--- config.mk ---
export PLATFORM = sky130hd
export DESIGN_NAME = i2c_byte_master
export DESIGN_NICKNAME = d
export VERILOG_FILES = /design/src/rtl/i2cb_pkg.sv /design/src/rtl/i2cb_ctrl.sv /design/src/rtl/i2cb_datapath.sv /design/src/rtl/i2c_byte_master.sv
export SDC_FILE = /design/constraint.sdc
export NUM_CORES = 1
export LEC_CHECK = 0
export BUFFER_PORTS_ARGS = -buffer_cell sky130_fd_sc_hd__clkbuf_2
export CAP_MARGIN = 20
export CELL_PAD_IN_SITES_DETAIL_PLACEMENT = 1
export CELL_PAD_IN_SITES_GLOBAL_PLACEMENT = 1
export CORE_MARGIN = 1.5
export CORE_UTILIZATION = 36
export CTS_CLUSTER_SIZE = 28
export DETAILED_ROUTE_END_ITERATION = 8
export PLACE_DENSITY = 0.64
export SLEW_MARGIN = 20
export SYNTH_ARGS = -nofsm -noshare
export SYNTH_HDL_FRONTEND = slang
export SYNTH_SLANG_ARGS = --single-unit
--- constraint.sdc ---
create_clock -name clk -period 3.4 [get_ports clk]
set_input_delay 0.68 -clock clk [delete_from_list [all_inputs] [get_ports clk]]
set_output_delay 0.68 -clock clk [all_outputs]
set_load 0.03 [all_outputs]
--- src/rtl/i2cb_pkg.sv ---
package i2cb_pkg;

  typedef enum logic [1:0] {
    SDA_REL  = 2'd0,
    SDA_LOW  = 2'd1,
    SDA_DATA = 2'd2,
    SDA_ACK  = 2'd3
  } sdaSel_e;

  // control -> datapath
  typedef struct packed {
    logic    sclLow;
    sdaSel_e sdaSel;
    logic    inByte;
    logic    sampleBit;
    logic    byteDone;
    logic    startDone;
    logic    startErr;
    logic    stopDone;
    logic    busy;
  } engStrobe_t;

  // datapath -> control
  typedef struct packed {
    logic start;
    logic stop;
    logic byteGo;
    logic owned;
    logic softRst;
  } engReq_t;

  localparam logic [7:0] ST_BUS_ERR  = 8'h00;
  localparam logic [7:0] ST_START    = 8'h08;
  localparam logic [7:0] ST_RESTART  = 8'h10;
  localparam logic [7:0] ST_AWR_ACK  = 8'h18;
  localparam logic [7:0] ST_AWR_NAK  = 8'h20;
  localparam logic [7:0] ST_TX_ACK   = 8'h28;
  localparam logic [7:0] ST_TX_NAK   = 8'h30;
  localparam logic [7:0] ST_ARD_ACK  = 8'h40;
  localparam logic [7:0] ST_ARD_NAK  = 8'h48;
  localparam logic [7:0] ST_RX_ACK   = 8'h50;
  localparam logic [7:0] ST_RX_NAK   = 8'h58;
  localparam logic [7:0] ST_IDLE     = 8'hF8;

  localparam logic [1:0] RA_DATA = 2'd0;
  localparam logic [1:0] RA_CTRL = 2'd1;
  localparam logic [1:0] RA_STAT = 2'd2;
  localparam logic [1:0] RA_RST  = 2'd3;

endpackage

--- src/rtl/i2cb_ctrl.sv ---
module i2cb_ctrl
  import i2cb_pkg::*;
#(
  parameter int HALF_CYC = 4
) (
  input  logic       clk,
  input  logic       rstN,
  input  engReq_t    req,
  input  logic       sclIn,
  input  logic       sdaIn,
  output engStrobe_t stb
);

  localparam int CW = (HALF_CYC > 2) ? $clog2(HALF_CYC) : 1;
  localparam logic [CW-1:0] CNT_LAST = CW'(HALF_CYC - 1);
  localparam logic [3:0] ACK_BIT = 4'd8;

  typedef enum logic [1:0] {S_IDLE, S_START, S_BYTE, S_STOP} engState_e;

  engState_e state;
  logic [1:0] phase;
  logic [3:0] bitIdx;
  logic hiHalf;
  logic [CW-1:0] cnt;
  logic tick;
  logic busFree;

  assign tick    = (cnt == CNT_LAST);
  assign busFree = sclIn && sdaIn;

  always_ff @(posedge clk or negedge rstN) begin
    if (!rstN) begin
      state  <= S_IDLE;
      phase  <= '0;
      bitIdx <= '0;
      hiHalf <= 1'b0;
      cnt    <= '0;
    end else if (req.softRst) begin
      state  <= S_IDLE;
      cnt    <= '0;
      hiHalf <= 1'b0;
    end else begin
      cnt <= (state == S_IDLE || tick) ? '0 : cnt + 1'b1;
      case (state)
        S_IDLE: begin
          if (req.start) begin
            state <= S_START;
            phase <= req.owned ? 2'd0 : 2'd1;
          end else if (req.stop) begin
            state <= S_STOP;
            phase <= 2'd0;
          end else if (req.byteGo) begin
            state  <= S_BYTE;
            bitIdx <= '0;
            hiHalf <= 1'b0;
          end
        end
        S_START: if (tick) begin
          case (phase)
            2'd0: phase <= 2'd1;
            2'd1: if (busFree) phase <= 2'd2; else state <= S_IDLE;
            2'd2: phase <= 2'd3;
            default: state <= S_IDLE;
          endcase
        end
        S_BYTE: if (tick) begin
          if (!hiHalf) hiHalf <= 1'b1;
          else begin
            hiHalf <= 1'b0;
            if (bitIdx == ACK_BIT) state <= S_IDLE;
            else bitIdx <= bitIdx + 1'b1;
          end
        end
        default: if (tick) begin
          if (phase == 2'd2) state <= S_IDLE;
          else phase <= phase + 1'b1;
        end
      endcase
    end
  end

  always_comb begin
    stb = '0;
    stb.sdaSel = SDA_REL;
    stb.busy = (state != S_IDLE);
    case (state)
      S_IDLE: stb.sclLow = req.owned;
      S_START: begin
        stb.sclLow    = (phase == 2'd0) || (phase == 2'd3);
        stb.sdaSel    = (phase[1]) ? SDA_LOW : SDA_REL;
        stb.startErr  = (phase == 2'd1) && tick && !busFree;
        stb.startDone = (phase == 2'd3) && tick;
      end
      S_BYTE: begin
        stb.inByte    = 1'b1;
        stb.sclLow    = !hiHalf;
        stb.sdaSel    = (bitIdx == ACK_BIT) ? SDA_ACK : SDA_DATA;
        stb.sampleBit = hiHalf && tick && (bitIdx != ACK_BIT);
        stb.byteDone  = hiHalf && tick && (bitIdx == ACK_BIT);
      end
      default: begin
        stb.sclLow   = (phase == 2'd0);
        stb.sdaSel   = (phase == 2'd2) ? SDA_REL : SDA_LOW;
        stb.stopDone = (phase == 2'd2) && tick;
      end
    endcase
  end

  // a STOP is only ever accepted on an owned bus
  p_stop_needs_owned_r7: assert property (@(posedge clk) disable iff (!rstN)
    (state == S_IDLE && req.stop) |-> req.owned);

endmodule

--- src/rtl/i2cb_datapath.sv ---
module i2cb_datapath
  import i2cb_pkg::*;
(
  input  logic       clk,
  input  logic       rstN,
  input  logic       regWr,
  input  logic [1:0] regAddr,
  input  logic [7:0] regWdata,
  output logic [7:0] regRdata,
  output logic       irq,
  input  engStrobe_t stb,
  output engReq_t    req,
  input  logic       sdaIn,
  output logic       sclDrvLow,
  output logic       sdaDrvLow
);

  logic [7:0] dataReg, shiftReg, statusReg;
  logic ienReg, enReg, ackEn, flag, owned;
  logic rxMode, isAddr, addrRead;
  logic wrCtrl, wrData, goStep, rxNext, addrNext, sdaNext, ackSeen;
  logic [7:0] txStatus;

  assign wrCtrl   = regWr && (regAddr == RA_CTRL) && !stb.busy;
  assign wrData   = regWr && (regAddr == RA_DATA) && !stb.busy;
  assign goStep   = wrCtrl && regWdata[6] && !regWdata[3];
  assign rxNext   = (statusReg == ST_ARD_ACK) || (statusReg == ST_RX_ACK);
  assign addrNext = (statusReg == ST_START) || (statusReg == ST_RESTART);

  always_comb begin
    req.softRst = regWr && (regAddr == RA_RST);
    req.start   = goStep && regWdata[5];
    req.stop    = goStep && !regWdata[5] && regWdata[4] && owned;
    req.byteGo  = goStep && !regWdata[5] && !regWdata[4] && owned;
    req.owned   = owned;
  end

  always_comb begin
    case (stb.sdaSel)
      SDA_REL:  sdaNext = 1'b0;
      SDA_LOW:  sdaNext = 1'b1;
      SDA_DATA: sdaNext = !rxMode && !shiftReg[7];
      default:  sdaNext = rxMode && ackEn;
    endcase
  end

  assign ackSeen = !sdaIn;
  always_comb begin
    if (isAddr && addrRead) txStatus = ackSeen ? ST_ARD_ACK : ST_ARD_NAK;
    else if (isAddr)        txStatus = ackSeen ? ST_AWR_ACK : ST_AWR_NAK;
    else                    txStatus = ackSeen ? ST_TX_ACK  : ST_TX_NAK;
  end

  always_ff @(posedge clk or negedge rstN) begin
    if (!rstN) begin
      dataReg   <= '0;
      shiftReg  <= '0;
      statusReg <= ST_IDLE;
      ienReg    <= 1'b0;
      enReg     <= 1'b0;
      ackEn     <= 1'b0;
      flag      <= 1'b0;
      owned     <= 1'b0;
      rxMode    <= 1'b0;
      isAddr    <= 1'b0;
      addrRead  <= 1'b0;
      sdaDrvLow <= 1'b0;
    end else if (req.softRst) begin
      statusReg <= ST_IDLE;
      flag      <= 1'b0;
      owned     <= 1'b0;
      sdaDrvLow <= 1'b0;
    end else begin
      sdaDrvLow <= sdaNext;
      if (wrData) dataReg <= regWdata;
      if (wrCtrl) begin
        ienReg <= regWdata[7];
        enReg  <= regWdata[6];
        ackEn  <= regWdata[2];
        if (!regWdata[3]) flag <= 1'b0;
      end
      if (req.byteGo) begin
        shiftReg <= dataReg;
        rxMode   <= rxNext;
        isAddr   <= addrNext;
        addrRead <= dataReg[0];
      end
      if (stb.sampleBit) shiftReg <= {shiftReg[6:0], sdaIn};
      if (stb.startDone) begin
        statusReg <= owned ? ST_RESTART : ST_START;
        owned     <= 1'b1;
        flag      <= 1'b1;
      end
      if (stb.startErr) begin
        statusReg <= ST_BUS_ERR;
        owned     <= 1'b0;
        flag      <= 1'b1;
      end
      if (stb.byteDone) begin
        flag <= 1'b1;
        if (rxMode) begin
          statusReg <= ackEn ? ST_RX_ACK : ST_RX_NAK;
          dataReg   <= shiftReg;
        end else begin
          statusReg <= txStatus;
        end
      end
      if (stb.stopDone) begin
        statusReg <= ST_IDLE;
        owned     <= 1'b0;
      end
    end
  end

  assign sclDrvLow = stb.sclLow;
  assign irq = ienReg && flag;

  always_comb begin
    case (regAddr)
      RA_DATA: regRdata = dataReg;
      RA_CTRL: regRdata = {ienReg, enReg, 2'b00, flag, ackEn, 2'b00};
      RA_STAT: regRdata = statusReg;
      default: regRdata = 8'h00;
    endcase
  end

  p_flag_clear_while_busy_r2: assert property (@(posedge clk) disable iff (!rstN)
    stb.busy |-> !flag);

  p_sda_steady_scl_high_r12: assert property (@(posedge clk) disable iff (!rstN)
    (stb.inByte && !stb.sclLow && $past(stb.inByte && !stb.sclLow)) |-> $stable(sdaDrvLow));

  p_idle_lines_released_r11: assert property (@(posedge clk) disable iff (!rstN)
    (!stb.busy && !owned) |-> (!sclDrvLow && !sdaDrvLow));

  p_flag_rise_owned_r4: assert property (@(posedge clk) disable iff (!rstN)
    $rose(flag) |-> (owned || statusReg == ST_BUS_ERR));

endmodule

--- src/rtl/i2c_byte_master.sv ---
module i2c_byte_master
  import i2cb_pkg::*;
#(
  parameter int HALF_CYC = 4
) (
  input  logic       clk,
  input  logic       rstN,
  input  logic       regWr,
  input  logic [1:0] regAddr,
  input  logic [7:0] regWdata,
  output logic [7:0] regRdata,
  output logic       irq,
  input  logic       sclIn,
  input  logic       sdaIn,
  output logic       sclDrvLow,
  output logic       sdaDrvLow
);

  engStrobe_t stb;
  engReq_t    req;

  i2cb_ctrl #(.HALF_CYC(HALF_CYC)) u_ctrl (
    .clk   (clk),
    .rstN  (rstN),
    .req   (req),
    .sclIn (sclIn),
    .sdaIn (sdaIn),
    .stb   (stb)
  );

  i2cb_datapath u_dp (
    .clk       (clk),
    .rstN      (rstN),
    .regWr     (regWr),
    .regAddr   (regAddr),
    .regWdata  (regWdata),
    .regRdata  (regRdata),
    .irq       (irq),
    .stb       (stb),
    .req       (req),
    .sdaIn     (sdaIn),
    .sclDrvLow (sclDrvLow),
    .sdaDrvLow (sdaDrvLow)
  );

endmodule

==> results of run 1 <==
==> area by class of cell <==
| cell class | count | area (sq um) | area share, % |
|---|---|---|---|
| flip-flops and latches | 41 | 1032 | 35.81 |
| clock inverters | 2 | 35.03 | 1.215 |
| multi-input cells | 193 | 1426 | 49.48 |
| clock buffers | 6 | 72.57 | 2.517 |
| repair buffers | 28 | 147.6 | 5.122 |
| well taps | 96 | 120.1 | 4.167 |
| inverters | 13 | 48.80 | 1.693 |
==> path summary, 6_finish.rpt <==
| path | start | endpoint | slack (ns) | cells after the start |
|---|---|---|---|---|
| worst min-delay path | rstN | u_dp.isAddr$_DFFE_PN0P_ | 0.38 | 1 |
| min in group clk | u_ctrl.cnt[0]$_DFF_PN0_ | u_ctrl.cnt[0]$_DFF_PN0_ | 0.46 | 1 |
| max in group asynchronous | rstN | u_dp.addrRead$_DFFE_PN0P_ | 2.30 | 2 |
| worst max register to register | u_ctrl.state[0]$_DFFE_PN0P_ | u_dp.shiftReg[1]$_DFFE_PN0P_ | 0.69 | 6 |
| worst max-delay path | u_ctrl.state[0]$_DFFE_PN0P_ | sclDrvLow | 0.61 | 7 |
| worst min register to register | u_ctrl.cnt[0]$_DFF_PN0_ | u_ctrl.cnt[0]$_DFF_PN0_ | 0.46 | 1 |
==> cells in the final DEF, fill, tap and decap left out, drive strengths merged, types with 2 or more instances in the layout <==
| cell | count |
|---|---|
| nor4 | 2 |
| ha | 12 |
| a31oi | 4 |
| o41ai | 2 |
| a2bb2oi | 7 |
| nand3b | 4 |
| and3 | 3 |
| and2 | 3 |
| clkbuf | 31 |
| buf | 3 |
| dfrtp | 36 |
| nor3b | 2 |
| a221o | 4 |
| dfstp | 5 |
| a21oi | 5 |
| nand2b | 2 |
| nand2 | 25 |
| xnor2 | 2 |
| and4 | 2 |
| mux2 | 18 |
| o22ai | 8 |
| o21ai | 13 |
| inv | 13 |
| nand3 | 9 |
| nor2 | 14 |
| mux2i | 12 |
| and4b | 3 |
| o31ai | 4 |
| nor2b | 4 |
| or3 | 3 |
| o32ai | 3 |
| nor3 | 4 |
==> cells by family (layout without fill, tap and decap cells) <==
family,Yosys count,after routing,synth area share (%)
AO/OA/AOI/OAI,62,62,17.43
adder cells (fa/ha/maj),12,12,5.874
buffers and inverters,26,49,4.014
flip-flops,41,41,40.38
AND/OR/NAND/NOR,87,87,18.99
XOR/XNOR,2,2,0.6854
multiplexers,30,30,12.63
==> state kept, by name, indices dropped and copies added, names as in the netlist <==
| register | count |
|---|---|
| u_ctrl.hiHalf | 1 |
| u_dp.statusReg | 5 |
| u_dp.isAddr | 1 |
| u_dp.owned | 1 |
| u_dp.dataReg | 8 |
| u_dp.enReg | 1 |
| u_dp.flag | 1 |
| u_ctrl.cnt | 2 |
| u_dp.sdaDrvLow | 1 |
| u_dp.shiftReg | 8 |
| u_ctrl.phase | 2 |
| u_ctrl.bitIdx | 4 |
| u_dp.addrRead | 1 |
| u_dp.ienReg | 1 |
| u_ctrl.state | 2 |
| u_dp.rxMode | 1 |
| u_dp.ackEn | 1 |
==> power groups by stage <==
stage,registers (mW),logic (mW),clock network (mW)
5_1_grt,0.673,0.531,0.431
6_report,0.657,0.478,0.402
3_5_place_dp,0.667,0.479,0
4_1_cts,0.657,0.481,0.410
2_1_floorplan,0.633,0.356,0
3_3_place_gp,0.667,0.468,0
==> routing by layer <==
metal	vias up	global-route usage (%)	wire length, um
li1	1013	-	-
met1	1096	30.41	3579
met2	42	32.31	3496
met3	10	2.938	280
met4	0	7.504	131
met5	-	0	0
==> per-stage QoR <==
step	utilization, %	worst slack [ns]	hold WS, ns	std cells
after floorplan	-	1.052	0.3844	260
after global placement	40.55	0.7652	0.4365	371
after detailed placement	40.55	0.7381	0.4552	371
after CTS	42.12	0.5929	0.4008	379
after global routing	42.20	0.4206	0.4345	379
final	42.20	0.6146	0.3845	379
==> worst max-delay path: stages, from the launching register on <==
cell	delay (ns)
dfrtp_1	0.40
inv_1	0.11
ha_1	0.46
inv_1	0.20
nor2_1	0.18
a2111oi_0	0.08
a21oi_1	0.14
clkbuf_2	0.22
==> Yosys cell counts (5+ instances only) <==
cell type	count	area, sq um
o22ai_1	8	50.05
nand2_1	25	93.84
dfrtp_1	36	900.9
ha_1	12	150.1
o21ai_1	8	40.04
clkbuf_1	7	26.28
mux2_2	7	78.83
mux2_1	11	123.9
a2bb2oi_1	7	61.31
inv_1	11	41.29
a21oi_1	5	25.02
nand3_1	9	45.04
mux2i_1	12	120.1
dfstp_2	5	131.4
nor2_1	14	52.55
o21ai_0	5	25.02
==> impl_metrics.env, run 1 <==
export IMPL_power_leakage_nw=1.342
export IMPL_setup_worst_path_class="reg2out"
export IMPL_gr_total_overflow=0
export IMPL_critPathCaptureType="output port"
export IMPL_synth_warning_count=0
export IMPL_floorplan_io_pins=26
export IMPL_num_fill_cells=803
export IMPL_setup_viol=0
export IMPL_clk_insertion_delay_late_ns=0.30
export IMPL_mappedNetlistNets=287
export IMPL_initial_utilization_pct=37.42
export IMPL_hold_violations=0
export IMPL_switching_power_uw=542.0
export IMPL_net_sw_share_pct=35.26
export IMPL_net_count_of_the_finished_layout=309
export IMPL_run_status="completed"
export IMPL_floorplan_die_area_sq_um=7615
export IMPL_cts_hold_fix_buffers=0
export IMPL_setup_tns_final_ns=0
export IMPL_wire_length_of_the_first_global_routing_pass_mm=11.96
export IMPL_seq_power_share_pct=42.7
export IMPL_overall_routing_resource_usage_pct=21.11
export IMPL_power_report_internal_total_uw=995.0
export IMPL_floorplan_core_area_sq_um=6832
export IMPL_setup_worst_path_start_class="register"
export IMPL_htree_num_levels=2
export IMPL_antenna_found_initial=0
export IMPL_critical_path_arrival_ns=2.11
export IMPL_cts_root_buffer_cell="clkbuf_8"
export IMPL_power_ir_vdd_worst_uv=302.7
export IMPL_p_comb_share_pct=31.1
export IMPL_dp_hpwl_mm=5.456
export IMPL_drt_total_wl_mm=7.488
export IMPL_grt_start_max_net_pins=24
export IMPL_fmax_mhz=359.0
export IMPL_count_of_vias_placed_by_the_detailed_router=2161
export IMPL_clock_power_share_pct=26.1
export IMPL_syn_mean_instance_area_sq_um=9.832
export IMPL_area_growth_synth_to_final_pct=12.78
export IMPL_placedInstanceArea_sq_um=2770
export IMPL_count_of_buffers_inserted_at_the_top_level_ports=25
export IMPL_gp_routability_congestion=0.7918
export IMPL_die_width_um=87.27
export IMPL_post_synth_num_cell_types=56
export IMPL_cts_setup_buffers=0
export IMPL_synth_main_ff_cell="dfrtp_1"
export IMPL_postRouteAntennaNets=0
export IMPL_wire_per_inst_um=19.76
export IMPL_route_detailed_drc=0
export IMPL_initialDrtViolationCount=171
export IMPL_async_reset_ff_share_pct=100.0
export IMPL_grt_pass1_vias=2167
export IMPL_rows=30
export IMPL_final_max_slew_viol_count=0
export IMPL_total_power_mw=1.537
export IMPL_finish_instance_area_sq_um=2883
export IMPL_chipHeight_um=87.27
export IMPL_clock_tree_skew_after_final_layout_ns=0.008433
export IMPL_clk_transition_reported_paths_ns=0.08
export IMPL_post_synth_inst_count=260
export IMPL_drive_gt1_share_pct=19.08
export IMPL_required_ns=2.72
export IMPL_rsz_0062_raised_after_global_routing="false"
export IMPL_post_route_min_period_ns=2.785
export IMPL_ctsLongestPathBuffers=2
export IMPL_synth_edff_count=0
export IMPL_avgViaCountPerCell=5.702
export IMPL_tritoncts_clock_tree="yes"
export IMPL_cts_num_sinks=41
export IMPL_drv_cap=0
export IMPL_timing_worst_slew_pin_value_ns=0.7420
export IMPL_cts_made_buffers=5
export IMPL_synth_seq_area_share_pct=40.38
export IMPL_cell_area_power_density_nw_per_um2=533.2
export IMPL_num_antenna_cells=0
export IMPL_portion_of_the_clock_cycle_consumed_by_the_worst_path_in_the_final_layout_pct=81.92
export IMPL_worstHoldPathType="in2async"
export IMPL_critical_path_peak_fanout=15
export IMPL_drt_pass1_iterations=4
export IMPL_postCtsResizedCells=0
export IMPL_mappedNetlistArea_sq_um=2556
export IMPL_max_slew_margin_rel_pct=50.20
export IMPL_number_of_register_bits_inferred_by_synthesis=41
Power figures use the tool's default switching activity.
==> inputs of run 2 (changes only) <==
clock period = 2.71 ns   (was 3.4 ns; I/O delays follow)
==> run 2 against run 1 <==
Against the previous run:
- register-to-register slack worse by 0.34 ns
- clock power rose by 8.7%
- sequential share of layout area is 0.43 points lower
- global-route usage shrank 0.65 points
- wire length is 4.1% lower
- die area unchanged
- critical path depth is the same
- clock skew rose by 0.0033 ns
- sequential cell count is the same
- critical endpoint unchanged
- largest power group unchanged
- highest routed layer unchanged
==> impl_metrics.env, run 2 (synthesis results as in run 1) <==
export IMPL_floorplan_io_pins=26
export IMPL_timing_worst_slew_pin_value_ns=0.6971
export IMPL_drt_pass1_iterations=4
export IMPL_tritoncts_clock_tree="yes"
export IMPL_gr_total_overflow=0
export IMPL_route_detailed_drc=0
export IMPL_setup_worst_path_class="reg2out"
export IMPL_area_growth_synth_to_final_pct=14.15
export IMPL_floorplan_die_area_sq_um=7615
export IMPL_cell_area_power_density_nw_per_um2=639.6
export IMPL_initial_utilization_pct=37.42
export IMPL_floorplan_core_area_sq_um=6832
export IMPL_gp_routability_congestion=0.8115
export IMPL_post_route_min_period_ns=2.524
export IMPL_postRouteAntennaNets=0
export IMPL_count_of_vias_placed_by_the_detailed_router=2130
export IMPL_chipHeight_um=87.27
export IMPL_count_of_buffers_inserted_at_the_top_level_ports=25
export IMPL_final_common_cell="dfrtp_1"
export IMPL_grt_start_max_net_pins=42
export IMPL_worst_slack_ns=0.1861
export IMPL_cts_root_buffer_cell="clkbuf_8"
export IMPL_power_ir_vdd_worst_uv=280.1
export IMPL_net_count_of_the_finished_layout=315
export IMPL_drt_total_wl_mm=7.181
export IMPL_drv_cap=0
export IMPL_avgViaCountPerCell=5.532
export IMPL_cts_num_sinks=41
export IMPL_setup_viol=0
export IMPL_overall_routing_resource_usage_pct=20.46
export IMPL_total_power_mw=1.866
export IMPL_drive_gt1_share_pct=21.11
export IMPL_timing_hold_ws_ns=0.3000
export IMPL_cts_hold_fix_buffers=0
export IMPL_fmax_mhz=396.2
export IMPL_dp_hpwl_mm=5.380
export IMPL_rsz_0062_raised_after_global_routing="false"
export IMPL_die_width_um=87.27
export IMPL_num_fill_cells=827
export IMPL_rows=30
export IMPL_clock_tree_skew_after_final_layout_ns=0.01174
export IMPL_max_slew_margin_rel_pct=53.21
export IMPL_critical_path_peak_fanout=11
export IMPL_hold_violations=0
export IMPL_antenna_found_initial=0
export IMPL_placedCellCount=377
export IMPL_critPathCaptureType="output port"
export IMPL_critical_path_arrival_ns=1.98
export IMPL_mostFrequentLayoutCells="36 x dfrtp_1, 25 x nand2_1, 25 x clkbuf_2"
export IMPL_setup_tns_final_ns=0
export IMPL_grt_pass1_vias=2231
export IMPL_postCtsResizedCells=0
export IMPL_power_leakage_nw=1.367
export IMPL_htree_num_levels=2
export IMPL_run_status="completed"
export IMPL_clk_transition_reported_paths_ns=0.09
export IMPL_largest_registers="u_dp.dataReg (8), u_dp.shiftReg (8), u_dp.statusReg (5)"
export IMPL_ctsLongestPathBuffers=2
export IMPL_stdcell_count=385
export IMPL_initialDrtViolationCount=128
export IMPL_final_max_slew_viol_count=0
export IMPL_required_ns=2.17
export IMPL_wire_length_of_the_first_global_routing_pass_mm=11.93
export IMPL_setup_worst_path_start_class="register"
export IMPL_num_antenna_cells=0
export IMPL_wire_per_inst_um=18.65
export IMPL_clk_insertion_delay_late_ns=0.30
export IMPL_placedInstanceArea_sq_um=2815
export IMPL_worstHoldPathType="in2async"
export IMPL_post_route_util_pct=42.71
export IMPL_finish_instance_area_sq_um=2918
export IMPL_cts_made_buffers=5
export IMPL_cts_setup_buffers=0
export IMPL_portion_of_the_clock_cycle_consumed_by_the_worst_path_in_the_final_layout_pct=93.13
export IMPL_preCtsSetupSlack_ns=0.2377
==> run 2: cell count changes in the layout (fill, tap and decap cells not counted), sizes merged <==
cell    before  now
buf          3    9
bufinv       1    0
clkinv       1    2
==> run 2: final cells by class <==
| cell class | count | area (sq um) | area share (%) |
|---|---|---|---|
| clock buffers | 6 | 82.58 | 2.830 |
| clock inverters | 2 | 13.76 | 0.4717 |
| inverters | 13 | 48.80 | 1.672 |
| multi-input cells | 193 | 1428 | 48.93 |
| flip-flops and latches | 41 | 1032 | 35.38 |
| well taps | 96 | 120.1 | 4.117 |
| repair buffers | 34 | 192.7 | 6.604 |
==> run 2: metal layers <==
metal / vias up / routed length [um] / GRT usage, %
li1: 1026 / - / -
met1: 1073 / 3604 / 30.09
met2: 25 / 3325 / 31.26
met3: 6 / 176 / 2.749
met4: 0 / 74 / 5.916
met5: - / 0 / 0
==> run 2: where the power goes <==
group | total [mW] | internal, mW | switching [mW] | leakage (nW)
Sequential | 0.822 | 0.717 | 0.105 | 0.520
Clock | 0.437 | 0.207 | 0.231 | 0.0512
Combinational | 0.607 | 0.266 | 0.340 | 0.796
==> run 2: worst paths after layout <==
path	from	end	slack [ns]	depth (start not counted)
min in group clk	u_ctrl.cnt[0]$_DFF_PN0_	u_ctrl.cnt[0]$_DFF_PN0_	0.47	1
max	u_ctrl.state[0]$_DFFE_PN0P_	sclDrvLow	0.19	7
max in group asynchronous	rstN	u_ctrl.bitIdx[3]$_DFFE_PN0P_	2.02	2
max reg2reg	u_ctrl.state[0]$_DFFE_PN0P_	u_ctrl.bitIdx[3]$_DFFE_PN0P_	0.35	6
min reg2reg	u_ctrl.cnt[0]$_DFF_PN0_	u_ctrl.cnt[0]$_DFF_PN0_	0.47	1
min	rstN	u_dp.owned$_DFFE_PN0P_	0.30	2
==> run 2: worst max-delay path, stage by stage (launching register included) <==
cell and delay [ns]:
dfrtp_1 0.38, inv_1 0.09, ha_1 0.33, inv_1 0.21, nor2_1 0.09, a2111oi_1 0.34, a21oi_1 0.07, clkbuf_2 0.19
==> inputs of run 3 (changes only) <==
--- a/config.mk
+++ b/config.mk
@@ -6,6 +6,6 @@
 export NUM_CORES = 1
 export LEC_CHECK = 0
+export ABC_AREA = 1
 export BUFFER_PORTS_ARGS = -buffer_cell sky130_fd_sc_hd__clkbuf_2
-export CAP_MARGIN = 20
 export CELL_PAD_IN_SITES_DETAIL_PLACEMENT = 1
 export CELL_PAD_IN_SITES_GLOBAL_PLACEMENT = 1
@@ -14,5 +14,5 @@
 export CTS_CLUSTER_SIZE = 28
 export DETAILED_ROUTE_END_ITERATION = 8
-export PLACE_DENSITY = 0.64
+export PLACE_DENSITY = 0.68
 export SLEW_MARGIN = 20
 export SYNTH_ARGS = -nofsm -noshare
==> constraint.sdc (replaced) <==
create_clock -name clk -period 2.71 [get_ports clk]
set_input_delay 0.6775 -clock clk [delete_from_list [all_inputs] [get_ports clk]]
set_output_delay 0.6775 -clock clk [all_outputs]
set_load 0.03 [all_outputs]
==> run 3 against run 2 <==
Against the previous run:
- final cell count is 36% higher
- final area up 5.7%
- via count increased by 20%
- core utilization down 0.66 points
- largest cell class unchanged
- largest power group is now combinational cells
==> impl_metrics.env, run 3 <==
export IMPL_run_status="completed"
export IMPL_dp_hpwl_mm=6.112
export IMPL_clk_transition_reported_paths_ns=0.09
export IMPL_crit_start="u_ctrl.state[0]$_DFFE_PN0P_"
export IMPL_post_route_min_period_ns=2.520
export IMPL_setup_tns_final_ns=0
export IMPL_gp_routability_congestion=0.7901
export IMPL_critical_path_n_buffers_inverters=3
export IMPL_synth_edff_count=0
export IMPL_clock_tree_skew_after_final_layout_ns=0.008010
export IMPL_max_slew_margin_rel_pct=58.86
export IMPL_timing_worst_slew_pin_value_ns=0.6172
export IMPL_hold_violations=0
export IMPL_chipHeight_um=90.70
export IMPL_num_fill_cells=968
export IMPL_die_width_um=90.70
export IMPL_floorplan_io_pins=26
export IMPL_critical_path_reg2reg_startpoint="u_ctrl.state[0]$_DFFE_PN0P_"
export IMPL_synth_seq_area_share_pct=37.28
export IMPL_critical_path_arrival_ns=1.84
export IMPL_crit_path_max_incr_delay_ns=0.42
export IMPL_cts_root_buffer_cell="clkbuf_8"
export IMPL_route_detailed_drc=0
export IMPL_fmax_mhz=396.8
export IMPL_reg2reg_slack_ns=0.60
export IMPL_drt_total_wl_mm=7.691
export IMPL_ctsLongestPathBuffers=2
export IMPL_netlist_top_cells_count="123 x nand2_1, 63 x inv_1, 40 x o21ai_0"
export IMPL_async_reset_ff_share_pct=100.0
export IMPL_worstHoldPathType="in2async"
export IMPL_post_synth_num_cell_types=36
export IMPL_number_of_register_bits_inferred_by_synthesis=41
export IMPL_crit_slowest_cell="dfrtp_1"
export IMPL_mappedNetlistNets=423
export IMPL_final_common_cell="nand2_1"
export IMPL_rsz_0062_raised_after_global_routing="false"
export IMPL_largest_registers="u_dp.dataReg (8), u_dp.shiftReg (8), u_dp.statusReg (5)"
export IMPL_antenna_found_initial=0
export IMPL_total_power_mw=2.329
export IMPL_power_ir_vdd_worst_uv=333.2
export IMPL_drive_gt1_share_pct=14.35
export IMPL_grt_pass1_vias=2780
export IMPL_initialDrtViolationCount=91
export IMPL_r2r_end="u_dp.shiftReg[7]$_DFFE_PN0P_"
export IMPL_avgViaCountPerCell=4.880
export IMPL_rr_worst_depth=7
export IMPL_wire_per_inst_um=14.68
export IMPL_critical_path_peak_fanout=8
export IMPL_biggest_area_consumer_among_synthesized_cells="dfrtp_1"
export IMPL_num_antenna_cells=0
export IMPL_count_of_buffers_inserted_at_the_top_level_ports=25
export IMPL_setup_viol=0
export IMPL_net_count_of_the_finished_layout=451
export IMPL_grt_start_max_net_pins=22
export IMPL_cell_area_power_density_nw_per_um2=755.5
export IMPL_area_growth_synth_to_final_pct=11.34
export IMPL_setup_worst_path_start_class="register"
export IMPL_synth_fa_ha_area_share_pct=5.423
export IMPL_portion_of_the_clock_cycle_consumed_by_the_worst_path_in_the_final_layout_pct=92.99
export IMPL_synthSimpleGateAreaFrac_pct=32.63
export IMPL_drv_cap=0
export IMPL_rows=31
export IMPL_synth_top_cells_by_area="dfrtp_1 33%, nand2_1 17%, inv_1 8.5%, o21ai_0 7.2%, nand3_1 6.0%"
export IMPL_setup_worst_path_class="reg2out"
export IMPL_yosys_mux_area_fraction_pct=0
export IMPL_clk_insertion_delay_late_ns=0.30
export IMPL_critPathCaptureType="output port"
export IMPL_synth_main_ff_cell="dfrtp_1"
export IMPL_cts_hold_fix_buffers=0
export IMPL_floorplan_die_area_sq_um=8226
export IMPL_floorplan_core_area_sq_um=7331
export IMPL_initial_utilization_pct=37.77
export IMPL_required_ns=2.03
export IMPL_cts_setup_buffers=0
export IMPL_final_max_slew_viol_count=0
export IMPL_critPathTopFamily="buffers and inverters"
export IMPL_post_synth_xor_area_fraction_pct=0.3163
export IMPL_synth_top_family_by_area="simple AND/OR/NAND/NOR gates"
export IMPL_mappedNetlistArea_sq_um=2769
export IMPL_overall_routing_resource_usage_pct=20.80
export IMPL_postRouteAntennaNets=0
export IMPL_tritoncts_clock_tree="yes"
export IMPL_cts_made_buffers=5
export IMPL_post_synth_inst_count=396
export IMPL_synth_compound_gate_area_share_pct=13.15
export IMPL_htree_num_levels=2
export IMPL_gr_total_overflow=0
export IMPL_synth_warning_count=0
export IMPL_count_of_vias_placed_by_the_detailed_router=2557
export IMPL_drt_pass1_iterations=4
export IMPL_worstPathCellList="inv_1 -> ha_1 -> inv_2 -> nor2_1 -> nor3_1 -> a21oi_1 -> clkbuf_2"
export IMPL_wire_length_of_the_first_global_routing_pass_mm=13.61
export IMPL_yosys_area_top_type_share_pct=32.54
export IMPL_power_leakage_nw=1.641
export IMPL_mostFrequentLayoutCells="123 x nand2_1, 63 x inv_1, 40 x o21ai_0"
export IMPL_postCtsResizedCells=0
export IMPL_post_synth_top_count_cell="nand2_1"
export IMPL_cts_num_sinks=41
export IMPL_syn_mean_instance_area_sq_um=6.992
==> run 3: cell types whose count changed after synthesis, sizes merged, moves of 6 or more <==
cell / previous run / this run
nand3: 9 / 35
o22ai: 8 / 2
inv: 13 / 66
a2bb2oi: 7 / 0
mux2i: 12 / 0
nand2: 25 / 128
o21ai: 13 / 47
mux2: 18 / 0
nor2: 14 / 31
clkbuf: 7 / 1
==> run 3: cell families (layout without fill, tap and decap cells) <==
logic type      after synthesis  after routing
fa+ha+maj                    12             12
buf+inv                      74            103
flops                        41             41
xor+xnor                      1              1
compound gates               64             64
simple gates                204            204
==> run 3: how the worst max path moves through the flow <==
stage                        endpoint  slack, ns  cells after the start
after floorplan           regRdata[2]       0.25                      3
after global placement      sclDrvLow       0.53                      7
after detailed placement  regRdata[3]       0.48                      6
after CTS                   sclDrvLow       0.17                      7
after global routing        sclDrvLow       0.02                      7
final                       sclDrvLow       0.19                      7
==> run 3: metrics by stage <==
stage          worst slack (ns)  hold WS, ns  instance area [sq um]  instances  util [%]
2_1_floorplan            0.2520       0.3819                   2769        396         -
3_3_place_gp             0.5269       0.4209                   3000        516     40.93
3_5_place_dp             0.4817       0.4225                   3000        516     40.93
4_1_cts                  0.1650       0.3898                   3083        524     42.06
5_1_grt                 0.02055       0.4070                   3083        524     42.06
6_report                 0.1900       0.3716                   3083        524     42.06
==> run 3: where the power goes <==
| group | total [mW] | switching [mW] | internal, mW |
|---|---|---|---|
| logic | 1.02 | 0.679 | 0.346 |
| registers | 0.897 | 0.117 | 0.781 |
| clock network | 0.407 | 0.228 | 0.179 |
==> run 3: cell type report <==
type,instances,area (sq um),share of cell area [%]
clock buffers,6,72.57,2.354
clock inverters,2,10.01,0.3247
inverters,66,250.2,8.117
multi-input cells,281,1426,46.27
flip-flops and latches,41,1032,33.48
well taps,99,123.9,4.018
repair buffers,29,167.7,5.438
==> run 3: metal layers <==
metal / part of all wire [%] / routed length, um / track usage, %
met1: 49 / 3750 / 27.05
met2: 48 / 3672 / 35.59
met3: 1.7 / 129 / 2.862
met4: 1.8 / 139 / 6.217
met5: 0 / 0 / 0
